File: config.mk
export PLATFORM = sky130hd
export DESIGN_NAME = adapt_thr_ctrl
export DESIGN_NICKNAME = d
export VERILOG_FILES = /design/src/rtl/apt_pkg.sv /design/src/rtl/apt_util_bank.sv /design/src/rtl/apt_thr_unit.sv /design/src/rtl/adapt_thr_ctrl.sv
export SDC_FILE = /design/constraint.sdc
export NUM_CORES = 1
export LEC_CHECK = 0
export BUFFER_PORTS_ARGS = -buffer_cell sky130_fd_sc_hd__clkbuf_2
export CAP_MARGIN = 20
export CORE_AREA = 5 5 78 80
export CTS_CLUSTER_SIZE = 24
export DETAILED_ROUTE_END_ITERATION = 8
export DIE_AREA = 0 0 83 85
export PLACE_DENSITY = 0.73
export SLEW_MARGIN = 20
export SYNTH_ARGS = -nofsm -noshare
export SYNTH_HDL_FRONTEND = slang
export SYNTH_SLANG_ARGS = --single-unit
File: constraint.sdc
create_clock -name clk -period 2 [get_ports clk]
set_input_delay 0.2 -clock clk [delete_from_list [all_inputs] [get_ports clk]]
set_output_delay 0.2 -clock clk [all_outputs]
set_load 0.02 [all_outputs]
File: src/rtl/apt_pkg.sv
package apt_pkg;
    typedef enum logic [1:0] {
        CNT_HOLD,
        CNT_INC,
        CNT_CLR
    } cnt_op_e;
endpackage

File: src/rtl/apt_util_bank.sv
module apt_util_bank #(
    parameter int NUM_LINES = 8,
    parameter int UTIL_W    = 5,
    parameter int IDX_W     = 3
) (
    input  logic              clk,
    input  logic              rst_n,
    input  logic              fill_vld,
    input  logic [IDX_W-1:0]  fill_idx,
    input  logic              hit_vld,
    input  logic [IDX_W-1:0]  hit_idx,
    input  logic              clr_vld,
    input  logic [IDX_W-1:0]  clr_idx,
    input  logic [IDX_W-1:0]  rd_idx,
    output logic [UTIL_W-1:0] rd_cnt
);
    import apt_pkg::*;

    logic [UTIL_W-1:0] cnt_q [NUM_LINES];

    for (genvar l = 0; l < NUM_LINES; l++) begin : g_line
        cnt_op_e           op;
        logic [UTIL_W-1:0] cnt_d;

        always_comb begin
            // fill beats demote-clear, which beats a hit
            if (fill_vld && fill_idx == IDX_W'(l))
                op = CNT_CLR;
            else if (clr_vld && clr_idx == IDX_W'(l))
                op = CNT_CLR;
            else if (hit_vld && hit_idx == IDX_W'(l))
                op = CNT_INC;
            else
                op = CNT_HOLD;

            case (op)
                CNT_CLR: cnt_d = '0;
                CNT_INC: cnt_d = (&cnt_q[l]) ? cnt_q[l] : cnt_q[l] + 1'b1;
                default: cnt_d = cnt_q[l];
            endcase
        end

        always_ff @(posedge clk or negedge rst_n) begin
            if (!rst_n) cnt_q[l] <= '0;
            else        cnt_q[l] <= cnt_d;
        end
    end

    assign rd_cnt = cnt_q[rd_idx];
endmodule

File: src/rtl/apt_thr_unit.sv
module apt_thr_unit #(
    parameter int UTIL_W   = 5,
    parameter int THR_W    = 5,
    parameter int BASE_THR = 4,
    parameter int MAX_THR  = 16,
    parameter int STEP     = 12
) (
    input  logic              clk,
    input  logic              rst_n,
    input  logic              evict_vld,
    input  logic [UTIL_W-1:0] evict_util,
    output logic [THR_W-1:0]  thr_o
);
    typedef struct packed {
        logic [THR_W-1:0] thr;
    } thr_st_t;

    thr_st_t        st_d, st_q;
    logic           victim_good;
    logic [THR_W:0] raised;

    always_comb begin
        st_d        = st_q;
        victim_good = evict_util >= UTIL_W'(BASE_THR);
        raised      = {1'b0, st_q.thr} + (THR_W+1)'(STEP);
        if (evict_vld) begin
            if (victim_good)
                st_d.thr = THR_W'(BASE_THR);
            else if (raised > (THR_W+1)'(MAX_THR))
                st_d.thr = THR_W'(MAX_THR);
            else
                st_d.thr = raised[THR_W-1:0];
        end
    end

    always_ff @(posedge clk or negedge rst_n) begin
        if (!rst_n) st_q <= '{thr: THR_W'(BASE_THR)};
        else        st_q <= st_d;
    end

    assign thr_o = st_q.thr;
endmodule

File: src/rtl/adapt_thr_ctrl.sv
module adapt_thr_ctrl #(
    parameter int NUM_LINES = 8,
    parameter int UTIL_W    = 5,
    parameter int BASE_THR  = 4,
    parameter int MAX_THR   = 16,
    parameter int LEVELS    = 2,
    localparam int IDX_W    = $clog2(NUM_LINES),
    localparam int THR_W    = $clog2(MAX_THR + 1),
    localparam int STEP     = (MAX_THR - BASE_THR) / (LEVELS - 1)
) (
    input  logic              clk,
    input  logic              rst_n,
    input  logic              fill_vld,
    input  logic [IDX_W-1:0]  fill_idx,
    input  logic              hit_vld,
    input  logic [IDX_W-1:0]  hit_idx,
    input  logic              inv_vld,
    input  logic [IDX_W-1:0]  inv_idx,
    input  logic              evict_vld,
    input  logic [UTIL_W-1:0] evict_util,
    output logic              dec_vld_o,
    output logic [IDX_W-1:0]  dec_idx_o,
    output logic              dec_keep_o,
    output logic [THR_W-1:0]  thr_o
);
    typedef struct packed {
        logic             vld;
        logic [IDX_W-1:0] idx;
        logic             keep;
    } dec_st_t;

    dec_st_t           dec_d, dec_q;
    logic [UTIL_W-1:0] inv_cnt;
    logic              qualifies;
    logic              demote;

    apt_util_bank #(
        .NUM_LINES (NUM_LINES),
        .UTIL_W    (UTIL_W),
        .IDX_W     (IDX_W)
    ) u_bank (
        .clk      (clk),
        .rst_n    (rst_n),
        .fill_vld (fill_vld),
        .fill_idx (fill_idx),
        .hit_vld  (hit_vld),
        .hit_idx  (hit_idx),
        .clr_vld  (demote),
        .clr_idx  (inv_idx),
        .rd_idx   (inv_idx),
        .rd_cnt   (inv_cnt)
    );

    apt_thr_unit #(
        .UTIL_W   (UTIL_W),
        .THR_W    (THR_W),
        .BASE_THR (BASE_THR),
        .MAX_THR  (MAX_THR),
        .STEP     (STEP)
    ) u_thr (
        .clk        (clk),
        .rst_n      (rst_n),
        .evict_vld  (evict_vld),
        .evict_util (evict_util),
        .thr_o      (thr_o)
    );

    always_comb begin
        qualifies  = inv_cnt >= UTIL_W'(BASE_THR);
        demote     = inv_vld && !qualifies;
        dec_d      = dec_q;
        dec_d.vld  = inv_vld;
        if (inv_vld) begin
            dec_d.idx  = inv_idx;
            dec_d.keep = qualifies;
        end
    end

    always_ff @(posedge clk or negedge rst_n) begin
        if (!rst_n) dec_q <= '0;
        else        dec_q <= dec_d;
    end

    assign dec_vld_o  = dec_q.vld;
    assign dec_idx_o  = dec_q.idx;
    assign dec_keep_o = dec_q.keep;
endmodule

# Word level (Yosys, flattened, before mapping)
# Cells that the tools add are included.
# word_totals
register_bits	50
in_bits	20
wordCells	169
# classes
addsub	9
order_cmp	4
eq_ne	45
n_mux	45
n_bitwise	1
n_reduce_logical	53
# op_table
op	n
5-bit case mux with 2 select lines	8
5-bit 2-to-1 mux	12
5-bit by 1-bit adder with 5-bit output, second input constant	8
5-bit AND reduction	8
3-bit equality test, second input constant	12
2-bit 2-to-1 mux	16
1-bit logical AND	25
3-bit by 2-bit equality test with 1-bit output, second input constant	6
2-bit by 1-bit equality test with 1-bit output, second input constant	8
2-bit equality test, second input constant	8
2-bit inequality test, second input constant	8
2-bit AND reduction	8
2-bit nonzero test	8
5-bit binary-select mux with 3-bit select	1
5-bit by 3-bit >= comparator with 1-bit output, second input constant	2
3-bit by 1-bit equality test with 1-bit output, second input constant	3
3-bit logical NOT	3
1-bit 2-to-1 mux	8
5-bit by 4-bit adder with 6-bit output, second input constant	1
6-bit by 5-bit > comparator with 1-bit output, second input constant	1
4-bit >= comparator, second input constant	1
3-bit NOT with 4-bit output	1
1-bit logical NOT	1

# Logic depth before layout (Yosys ltp)
# depth
depth_word	13
mapped_depth	7

# Cells and area by module
# Synthesis repeated with hierarchy kept, for this count alone.
# unflattened
cells_unflattened	298
area_unflattened_um2	3032.9
# modules_own_cells
mod	n_inst	cells_each	area_per_inst_um2	seq_area_each_um2
apt_util_bank	1	265	2620.0	1001.0
apt_thr_unit	1	22	222.7	76.3
adapt_thr_ctrl	1	11	190.2	125.1

# Worst setup path before layout
# OpenSTA, ideal clock, no wires.
# synth_timing
kind	register to register
start	register u_bank.cnt_q[35] in the netlist's numbering
end	register u_bank.cnt_q[36] in the netlist's numbering
t_arrival_ns	1.689
slack_ns	0.179
stages_incl_launch_ff	8
synth_period_minus_slack_ns	1.821
cell_sequence	dfrtp_1 > ha_1 > and3_1 > ha_1 > or3_1 > nor2_2 > mux2i_1 > nor2_1
# synth_via
elab_chain_cells	12
elab_cells_between_ends	18
# synth_lines
element	line_no	rtl
from (decl)	apt_util_bank.sv:19	logic [UTIL_W-1:0] cnt_q [NUM_LINES];
from (signal, indexed assignment)	apt_util_bank.sv:45	else cnt_q[l] <= cnt_d;
5-bit binary-select mux with 3-bit select	apt_util_bank.sv:49	assign rd_cnt = cnt_q[rd_idx];
5-bit 2-to-1 mux (implied by the code) (2 in a row)	apt_util_bank.sv:49	
5-bit by 3-bit >= comparator with 1-bit output	adapt_thr_ctrl.sv:69	qualifies = inv_cnt >= UTIL_W'(BASE_THR);
1-bit logical NOT	adapt_thr_ctrl.sv:70	demote = inv_vld && !qualifies;
1-bit logical AND	adapt_thr_ctrl.sv:70	
1-bit logical AND	apt_util_bank.sv:29	else if (clr_vld && clr_idx == IDX_W'(l))
2-bit 2-to-1 mux	apt_util_bank.sv:29	
2-bit 2-to-1 mux	apt_util_bank.sv:27	if (fill_vld && fill_idx == IDX_W'(l))
2-bit by 1-bit equality test with 1-bit output or 2-bit equality test (tied branches)	apt_util_bank.sv:36	case (op)
2-bit inequality test (no source line) or 2-bit nonzero test (tied branches)	n/a	
2-bit AND reduction (no source line)	n/a	
# Parallel ways exist; a longest one is shown, timed or not. The select of a mux whose other input is x is not followed.
# A chain may end at the register's enable or synchronous reset.

# Final worst setup path
# layout_timing
start	register u_bank.cnt_q[35] in the netlist's numbering
end	register u_bank.cnt_q[39] in the netlist's numbering
# Same word-level chain as after synthesis.

==> impl_summary.txt <==
----------------------------------------------------
[Clocking]
  Clock network latency to the later pin of the worst-skew pair ... 300 ps
  Clock Tree Buf Depth ... 2
  Root buffer cell ... sky130_fd_sc_hd__clkbuf_8
  CTS clock-pin slew for the worst setup and hold paths ... 80 ps
  Number of CTS-inserted buffers ... 5
  Depth of the CTS H-tree ... 2
  TritonCTS clock tree ... done
  CTS sink count ... 48

[Yosys]
  Most used flip-flop cell after synthesis ... sky130_fd_sc_hd__dfrtp_1
  Sequential element share of the synthesized area ... 42.32%
  Synthesized netlist cell count ... 266
  Number of warnings issued by yosys ... 0
  Share of flip-flops with an asynchronous set or reset after synthesis ... 100.0%
  Syn_area_per_cell ... 10.68 um2
  Count of state elements after synthesis ... 48
  EDFF count, synth ... 0
  Cell area after technology mapping ... 2841 um2
  Count of different cell masters after synthesis ... 52

[Floorplanning]
  Vertical die dimension ... 85 um
  Standard cell core area ... 5338 um2
  Total die area ... 7055 um2
  Number of placement rows ... 27
  Number of primary I/O pins ... 30
  Starting density of the core ... 53.23%
  Die outline width ... 83 um

[Layout]
  Sequential standard cell area ... 1202 um2
  Antenna cells ... 0
  Nets ... 339
  Multi-input logic area ... 1604 um2
  Fraction of final layout cells sized beyond drive strength 1 ... 20.86%
  Most used cells in the layout excluding fill and tap cells ... 47 x sky130_fd_sc_hd__dfrtp_1, 30 x sky130_fd_sc_hd__nor2_1, 29 x sky130_fd_sc_hd__nor3_1
  Fill cell instance count of the final layout ... 489
  Layout-stage area growth over the synthesis result ... 13.08%
  Most frequent standard cell in the layout excluding fill and tap cells ... sky130_fd_sc_hd__dfrtp_1

[Worst setup path]
  Reg-to-reg endpoint ... u_bank.cnt_q[39]
  Required time of the critical path ... 2180 ps
  Critical R2R Launch ... u_bank.cnt_q[35]
  Reg2Reg Depth ... 7
  Worst EP arrival ... 2080 ps
  Startpoint type of the worst setup path ... flip-flop
  Crit-path max FO ... 3
  Worst-case register-to-register setup slack ... 100 ps
  Critical path start-end classification ... flip-flop to flip-flop
  Sort of element at the end of the critical path ... flip-flop

[Route]
  Post-DR vias/cell ... 5.604
  Wirelength, routed ... 5.411 mm
  Drt pass-1 iters ... 4
  Average wire per standard cell ... 14.47 um
  Initial detailed-routing violation count ... 58
  Antenna viol nets, final ... 0
  Total vias in the final route ... 2,096
  DRC violations left ... 0

[Timing]
  Slew Viols, Final ... 0
  Maximum clock frequency ... 0.5259 GHz
  Worst slew pin tran ... 699.3 ps
  Max-slew headroom ... 53.38%
  Part of the cycle the worst path needs ... 95.07%
  Final hold violation count ... 0
  Final Critical Period ... 1901 ps
  Worst Slack Setup Final ... 98.54 ps
  Unrepaired setup endpoints after global routing ... no
  Final sum of negative setup slack ... 0 ps
  Worst clock skew ... 5.313 ps
  Setup Viol. Count Final ... 0

[Global route]
  Number of antenna violations at the first check in global routing ... 0
  Maximum number of pins on one net before global-route repair ... 26
  Number of global-route vias before repair ... 2,124
  Overflow left after global routing ... 0
  Overall fraction of global-route tracks in use ... 16.82%
  Global-route wire length before repair ... 9.735 mm

[Placed design]
  DPL Wire Length ... 4.353 mm
  RD Place Congestion ... 0.7467
  Worst Setup Slack post-DPL ... 57.35 ps
  Input/output buffers ... 25

[Outcome]
  Run status ... complete, no violations

[Worst hold path]
  Worst Hold Launch ... inv_vld
  Min-delay worst type ... input pin to flip-flop
  End point of the worst hold path ... dec_vld_o
  Hold path depth ... 1

[Power]
  Psw ... 0.6647 mW
  Sequential share of power ... 50.8%
  Combinational fraction of design power ... 18.6%
  Internal power summed over all cells ... 1.705 mW
  Leakage power ... 1.438 nW
  Switching part of the total power ... 28.05%
  Share of power burned in the clock network ... 30.6%
  IR drop worst, VDD ... 0.5322 mV
  Pwr/cell area ... 737.6 nW/um2

[Flow run]
  Max-cap violations ... 0

----------------------------------------------------
-- worst max-delay path, cell delays in order (launching register included) --
cell	delay (ps)
sky130_fd_sc_hd__dfrtp_1	410
sky130_fd_sc_hd__ha_1	220
sky130_fd_sc_hd__and3_1	180
sky130_fd_sc_hd__ha_1	180
sky130_fd_sc_hd__or3_4	360
sky130_fd_sc_hd__nor2_4	170
sky130_fd_sc_hd__mux2i_1	210
sky130_fd_sc_hd__nor2_1	50
-- registers in the layout (all words and copies together) (netlist names) --
name / cells
dec_vld_o: 1
dec_keep_o: 1
u_bank.cnt_q: 40
u_thr.thr_o: 3
dec_idx_o: 3
-- final cells by class --
class | instances | area share (%)
multi-input combinational | 209 | 49.92
sequential | 48 | 37.42
timing repair buffer | 31 | 5.374
tap | 72 | 2.804
clock buffer | 6 | 2.570
clock inverter | 2 | 1.207
inverter | 6 | 0.7009
-- per-stage QoR --
| step | hold WS [ps] | power (mW) | utilization [%] | std cells | area (um2) |
|---|---|---|---|---|---|
| after floorplan | -95.59 | 1.509 | - | 267 | 2845 |
| after global placement | 209.8 | 1.630 | 57.41 | 364 | 3064 |
| after detailed placement | 216.6 | 1.657 | 57.41 | 364 | 3064 |
| after CTS | 73.55 | 2.393 | 59.87 | 373 | 3196 |
| after global routing | 80.40 | 2.523 | 60.20 | 374 | 3213 |
| final | 83.38 | 2.370 | 60.20 | 374 | 3213 |
-- power groups by stage --
stage / combinational [mW] / sequential [mW] / clock [mW]
2_1_floorplan: 0.293 / 1.22 / 0
3_3_place_gp: 0.416 / 1.21 / 0
3_5_place_dp: 0.434 / 1.22 / 0
4_1_cts: 0.438 / 1.20 / 0.750
5_1_grt: 0.506 / 1.22 / 0.795
6_report: 0.441 / 1.20 / 0.725
-- per-layer routing --
layer	global-route usage, %	share of wire (%)	vias to the layer above	wire length (um)
li1	-	-	1026	-
met3	3.495	3.4	9	185
met5	0	0	-	0
met2	30.32	53	32	2870
met1	20.21	42	1029	2277
met4	5.052	1.4	0	78
-- synthesized netlist by cell type, types with 3 or more instances --
cell	count	share of area [%]
sky130_fd_sc_hd__dfrtp_1	47	41
sky130_fd_sc_hd__nor2_1	30	4.0
sky130_fd_sc_hd__nor3_1	29	5.1
sky130_fd_sc_hd__xnor2_1	23	7.1
sky130_fd_sc_hd__ha_1	18	7.9
sky130_fd_sc_hd__mux2i_1	16	5.6
sky130_fd_sc_hd__and3_1	11	2.4
sky130_fd_sc_hd__nand3_1	9	1.6
sky130_fd_sc_hd__nor3_2	7	2.5
sky130_fd_sc_hd__inv_1	6	0.79
sky130_fd_sc_hd__nand2b_1	6	1.3
sky130_fd_sc_hd__nand2_1	5	0.66
sky130_fd_sc_hd__a21oi_1	4	0.70
sky130_fd_sc_hd__nor3b_1	4	1.1
sky130_fd_sc_hd__buf_4	3	0.79
sky130_fd_sc_hd__nor2b_1	3	0.66
sky130_fd_sc_hd__nor4_2	3	1.3
-- what timing repair did --
action                     4_1_cts  5_1_grt
setup buffers                    0        1
setup endpoints to repair        0        4
resized for setup                0        2
hold buffers                     1        0
hold endpoints to repair        47        0
-- kinds of logic after synthesis --
group	after synthesis	synth area share, %
multiplexers	18	6.429
AND/OR/NAND/NOR	125	26.03
XOR/XNOR	24	7.398
adder cells (fa/ha/maj)	18	7.926
buffers and inverters	10	1.717
other	1	0.1320
flip-flops	48	42.32
AO/OA/AOI/OAI	22	8.059
-- worst max-delay path by stage --
stage | start | slack, ps | end
3_3_place_gp | u_bank.cnt_q[35] | 110 | u_bank.cnt_q[36]
5_1_grt | u_bank.cnt_q[35] | 2 | u_bank.cnt_q[36]
6_report | u_bank.cnt_q[35] | 100 | u_bank.cnt_q[39]
4_1_cts | u_bank.cnt_q[35] | 20 | u_bank.cnt_q[39]
2_1_floorplan | u_bank.cnt_q[35] | 180 | u_bank.cnt_q[36]
3_5_place_dp | u_bank.cnt_q[35] | 60 | u_bank.cnt_q[39]
Note: power is estimated with default switching activity, not from simulation.
